**src/rtl/tcap_pkg.sv**
```systemverilog
package tcap_pkg;

    typedef enum logic [1:0] {
        EV_NONE = 2'd0,
        EV_FALL = 2'd1,
        EV_RISE = 2'd2
    } ev_kind_e;

    typedef enum logic [1:0] {
        DIV_1  = 2'd0,
        DIV_LO = 2'd1,
        DIV_HI = 2'd2
    } div_e;

    typedef struct packed {
        ev_kind_e kind;
        div_e     div;
    } sel_t;

    function automatic sel_t decode_mode(input logic [3:0] m);
        sel_t s;
        s.kind = EV_NONE;
        s.div  = DIV_1;
        case (m)
            4'b0100: s.kind = EV_FALL;
            4'b0101: s.kind = EV_RISE;
            4'b0110: begin s.kind = EV_RISE; s.div = DIV_LO; end
            4'b0111: begin s.kind = EV_RISE; s.div = DIV_HI; end
            default: ;
        endcase
        return s;
    endfunction

endpackage

```
**src/rtl/tcap_pin_sync.sv**
```systemverilog
module tcap_pin_sync #(
    parameter int STAGES = 2
) (
    input  logic clk,
    input  logic rst_n,
    input  logic pin,
    output logic rise,
    output logic fall
);
    localparam int MSB = STAGES - 1;

    typedef struct packed {
        logic [MSB:0] sh;
        logic         last;
    } state_t;

    state_t state_d, state_q;

    always_comb begin
        state_d      = state_q;
        state_d.sh   = {state_q.sh[MSB-1:0], pin};
        state_d.last = state_q.sh[MSB];
    end

    always_ff @(posedge clk) begin
        if (!rst_n) state_q <= '0;
        else        state_q <= state_d;
    end

    assign rise = state_q.sh[MSB] & ~state_q.last;
    assign fall = ~state_q.sh[MSB] & state_q.last;

endmodule

```
**src/rtl/tcap_prescale.sv**
```systemverilog
module tcap_prescale
    import tcap_pkg::*;
#(
    parameter int CNT_W = 4,
    parameter int LO_W  = 2
) (
    input  logic             clk,
    input  logic             rst_n,
    input  logic             clr,
    input  logic             step,
    input  div_e             div,
    output logic             hit,
    output logic [CNT_W-1:0] count
);
    typedef struct packed {
        logic [CNT_W-1:0] cnt;
    } state_t;

    state_t state_d, state_q;
    logic   wrap_pt;

    always_comb begin
        case (div)
            DIV_LO:  wrap_pt = &state_q.cnt[LO_W-1:0];
            DIV_HI:  wrap_pt = &state_q.cnt;
            default: wrap_pt = 1'b1;
        endcase
        hit = step & wrap_pt;

        state_d = state_q;
        if (clr)       state_d.cnt = '0;
        else if (step) state_d.cnt = state_q.cnt + 1'b1;
    end

    always_ff @(posedge clk) begin
        if (!rst_n) state_q <= '0;
        else        state_q <= state_d;
    end

    assign count = state_q.cnt;

endmodule

```
**src/rtl/tcap_unit.sv**
```systemverilog
module tcap_unit
    import tcap_pkg::*;
#(
    parameter int TW      = 16,
    parameter int CNT_W   = 4,
    parameter int LO_W    = 2,
    parameter int SYNC_ST = 2
) (
    input  logic          clk,
    input  logic          rst_n,
    input  logic [TW-1:0] timer_val,
    input  logic          pin_in,
    input  logic [3:0]    mode,
    input  logic          flag_clr,
    output logic [TW-1:0] cap_value,
    output logic          cap_flag
);
    typedef struct packed {
        logic          fire;
        logic [TW-1:0] value;
        logic          flag;
    } state_t;

    state_t           state_d, state_q;
    sel_t             sel;
    logic             pin_rise, pin_fall;
    logic             ps_hit;
    logic             qualified;
    logic             fire_q;
    logic [CNT_W-1:0] ps_count;

    assign sel = decode_mode(mode);

    tcap_pin_sync #(.STAGES(SYNC_ST)) u_sync (
        .clk   (clk),
        .rst_n (rst_n),
        .pin   (pin_in),
        .rise  (pin_rise),
        .fall  (pin_fall)
    );

    tcap_prescale #(.CNT_W(CNT_W), .LO_W(LO_W)) u_presc (
        .clk   (clk),
        .rst_n (rst_n),
        .clr   (sel.kind == EV_NONE),
        .step  (pin_rise && sel.kind != EV_NONE),
        .div   (sel.div),
        .hit   (ps_hit),
        .count (ps_count)
    );

    always_comb begin
        qualified = 1'b0;
        case (sel.kind)
            EV_FALL: qualified = pin_fall;
            EV_RISE: qualified = ps_hit;
            default: qualified = 1'b0;
        endcase

        state_d      = state_q;
        state_d.fire = qualified;
        if (state_q.fire) begin
            state_d.value = timer_val;
            state_d.flag  = 1'b1;
        end else if (flag_clr) begin
            state_d.flag  = 1'b0;
        end
    end

    always_ff @(posedge clk) begin
        if (!rst_n) state_q <= '0;
        else        state_q <= state_d;
    end

    assign fire_q    = state_q.fire;
    assign cap_value = state_q.value;
    assign cap_flag  = state_q.flag;

endmodule

```
**config.mk**
```make
export PLATFORM = sky130hd
export DESIGN_NAME = tcap_unit
export DESIGN_NICKNAME = d
export VERILOG_FILES = /design/src/rtl/tcap_pkg.sv /design/src/rtl/tcap_pin_sync.sv /design/src/rtl/tcap_prescale.sv /design/src/rtl/tcap_unit.sv
export SDC_FILE = /design/constraint.sdc
export NUM_CORES = 1
export LEC_CHECK = 0
export ABC_AREA = 1
export CAP_MARGIN = 40
export CORE_MARGIN = 2
export CORE_UTILIZATION = 42
export CTS_CLUSTER_DIAMETER = 50
export DETAILED_ROUTE_END_ITERATION = 10
export GPL_ROUTABILITY_DRIVEN = 0
export MAX_ROUTING_LAYER = met4
export PLACE_DENSITY = 0.82
export REMOVE_ABC_BUFFERS = 1
export SYNTH_ARGS = -nofsm -noshare
export SYNTH_HDL_FRONTEND = slang
export SYNTH_SLANG_ARGS = --single-unit
```
**constraint.sdc**
```tcl
create_clock -name clk -period 1.72 [get_ports clk]
set_input_delay 0.172 -clock clk [delete_from_list [all_inputs] [get_ports clk]]
set_output_delay 0.172 -clock clk [all_outputs]
set_load 0.005 [all_outputs]
```
==> impl_metrics.tcl <==
set metrics [dict create \
    critPathKind "in2reg" \
    seqPwrFrac_pct 62.2 \
    fin_crit_sh_pct 88.6 \
    cellLeakagePower_uw 0.000705 \
    grt_max_degree 18 \
    r2r_cells 3 \
    routed_wl_um 2450 \
    clkPwrFrac_pct 27.6 \
    tightest_slew_ps 542 \
    dp_cells 209 \
    ys_seq_area_share_pct 46.5 \
    slew_viol_final 0 \
    routed-via-count 1016 \
    firstDrtPassIters 4 \
    final_nets 214 \
    dieWidth_um 54.6 \
    yosysUniqueCellTypes 20 \
    io_pins 41 \
    end_kind "register" \
    worstHoldPathCells 3 \
    hpwlAfterDp_um 1830 \
    clk_latency_ps 310 \
    synth.top_cell.area_share_pct 46.5 \
    start_util_pct 43.8 \
    cts_tree "yes" \
    p_switching_uw 206 \
    relSlewSlack_pct 63.8 \
    drive_gt1_share_pct 8.20 \
    yosys.area.top_type "dfxtp_1" \
    syn_area_mm2 0.00108 \
    whs_ps 385 \
    cts.sinks 25 \
    p_per_area_mw_per_mm2 609 \
    power_frac_comb_pct 10.3 \
    fin_cells 213 \
    skew_ps 1.67 \
    critPathLaunchType "input pin" \
    ant_nets 0 \
    max_freq_mhz 656 \
    area_growth_pct 43.6 \
    numCtsBuffers 3 \
    required_ps 1960 \
    synth_warnings 0 \
    holdBufCountCts 0 \
    synth_seq_cells 25 \
    root_buffer "clkbuf_4" \
    critical_path.max_fanout 5 \
    switching_share_pct 21.9 \
    outcome "complete, no violations" \
    netlist_instances 139 \
    antenna_found_initial 0 \
    io_buffer_count 40 \
    wire_per_inst_um 11.5 \
    cp.arrival_ps 1770 \
    max-clock-path-buffers 2 \
    die_area_mm2 0.00298 \
    core_mm2 0.00245 \
    ctsResizeCount 0 \
    hold_class "in2reg" \
    diodes 0 \
    clk_pin_slew_ps 130 \
    placementRows 18 \
    grt_overflow_total 0 \
    cts_setup_buffers 0 \
    drv_cap 0 \
    avgSynthCellArea_um2 7.74 \
    ys_top_cells_by_area "dfxtp_1 (47%), nor2_1 (12%), o21ai_0 (7.4%)" \
    cts.htree.levels 1 \
    rsz0062_at_grt "false" \
    n_fill_cell 211 \
    drc 0 \
    hold_viol 0 \
    grt_usage_pct 18.9 \
    vdd_drop_max_v 0.000602 \
    grt_pass1_vias 976 \
    finalSetupViolCount 0 \
    min_period_ps 1520 \
    p_int_uw 735 \
    dieHeight_um 54.6 \
    viasPerCell 4.77 \
    initialDrtViolationCount 24 \
    grt_pass1_wl_um 3970 \
]
## final timing paths
kind / from / to / slack [ps]
max: mode[2] / u_presc.count[2] / 200
min: pin_in / u_sync.state_d[2] / 380
max reg2reg: fire_q / cap_value[4] / 440
min reg2reg: u_sync.state_d[2] / u_sync.state_d[0] / 430
## cell type report
| class | count | area (µm²) | area share [%] |
|---|---|---|---|
| Sequential cell | 25 | 500 | 32.4 |
| Multi-Input combinational cell | 89 | 472 | 30.5 |
| Timing Repair Buffer | 44 | 430 | 27.9 |
| Inverter | 21 | 78.8 | 5.10 |
| Tap cell | 30 | 37.5 | 2.43 |
| Clock buffer | 4 | 26.3 | 1.70 |
## critical path, stage by stage
cell             delay, ps
clkdlybuf4s50_1        450
inv_1                   40
nor2_1                  70
inv_1                   90
nor3_2                 150
inv_1                   90
ha_1                   210
inv_2                   90
nand3b_4               110
inv_2                  100
a21oi_1                 70
nor3_1                 120
## kinds of logic after synthesis
kind of cell / share of synthesized area [%]
simple gates: 24.7
flops: 46.5
buf+inv: 10.1
fa+ha+maj: 6.98
compound gates: 11.7
## cell usage after synthesis
| cell type | number |
|---|---|
| o21bai_1 | 1 |
| buf_4 | 2 |
| nor3_1 | 5 |
| inv_1 | 18 |
| dfxtp_1 | 25 |
| buf_6 | 1 |
| o21ai_0 | 16 |
| nor2_1 | 34 |
| or2_2 | 1 |
| a21oi_1 | 6 |
| nand3b_1 | 1 |
| clkbuf_1 | 1 |
| a21oi_2 | 1 |
| nand2_4 | 1 |
| nand4_1 | 2 |
| nand3b_4 | 1 |
| nand3_1 | 2 |
| inv_2 | 3 |
| nand2_1 | 12 |
| ha_1 | 6 |
## power by group through the flow
stage | Clock (µW) | Combinational (µW) | Sequential (µW)
after floorplan | 0 | 24.7 | 597
after global placement | 0 | 93.4 | 597
after detailed placement | 0 | 95.1 | 598
after CTS | 259 | 95.9 | 585
after global routing | 288 | 106 | 586
final | 259 | 96.8 | 585
## routing by layer
layer	track usage [%]	vias up	wire length, µm
li1	-	522	-
met1	21.5	457	1140
met2	31.3	35	1110
met3	5.46	2	189
met4	7.08	0	12
met5	-	-	0
## cells in the final DEF (no fill, tap or decap)
cell and n:
nor3_2 1, o21ai_0 16, nand3b_4 1, nor2_1 34
clkbuf_4 3, a21oi_1 6, inv_1 18, nor3_1 4
nand2_1 12, buf_4 4, inv_2 3, or2_2 1
nand4_1 2, a21oi_2 1, clkdlybuf4s50_1 40, nand3b_1 1
clkbuf_1 1, o21bai_1 1, ha_1 6, nand3_1 2
dfxtp_1 25, nand2_4 1
## registers in the layout (all words and copies together) (netlist names)
signal / count
cap_value: 16
u_presc.count: 4
u_sync.state_d: 2
cap_flag: 1
fire_q: 1
u_sync.state_q: 1
## per-stage QoR
step	setup slack (ps)	instance area [µm²]	util (%)	setup TNS [ps]	power, µW
finish	195	1550	62.9	0	941
global route	64.8	1550	62.9	0	979
CTS	112	1540	62.7	0	940
detailed placement	-207	1510	61.7	-969	693
global placement	-108	1510	61.7	-496	691
floorplan	416	1050	-	0	622
Note: power is estimated with default switching activity, not from simulation.
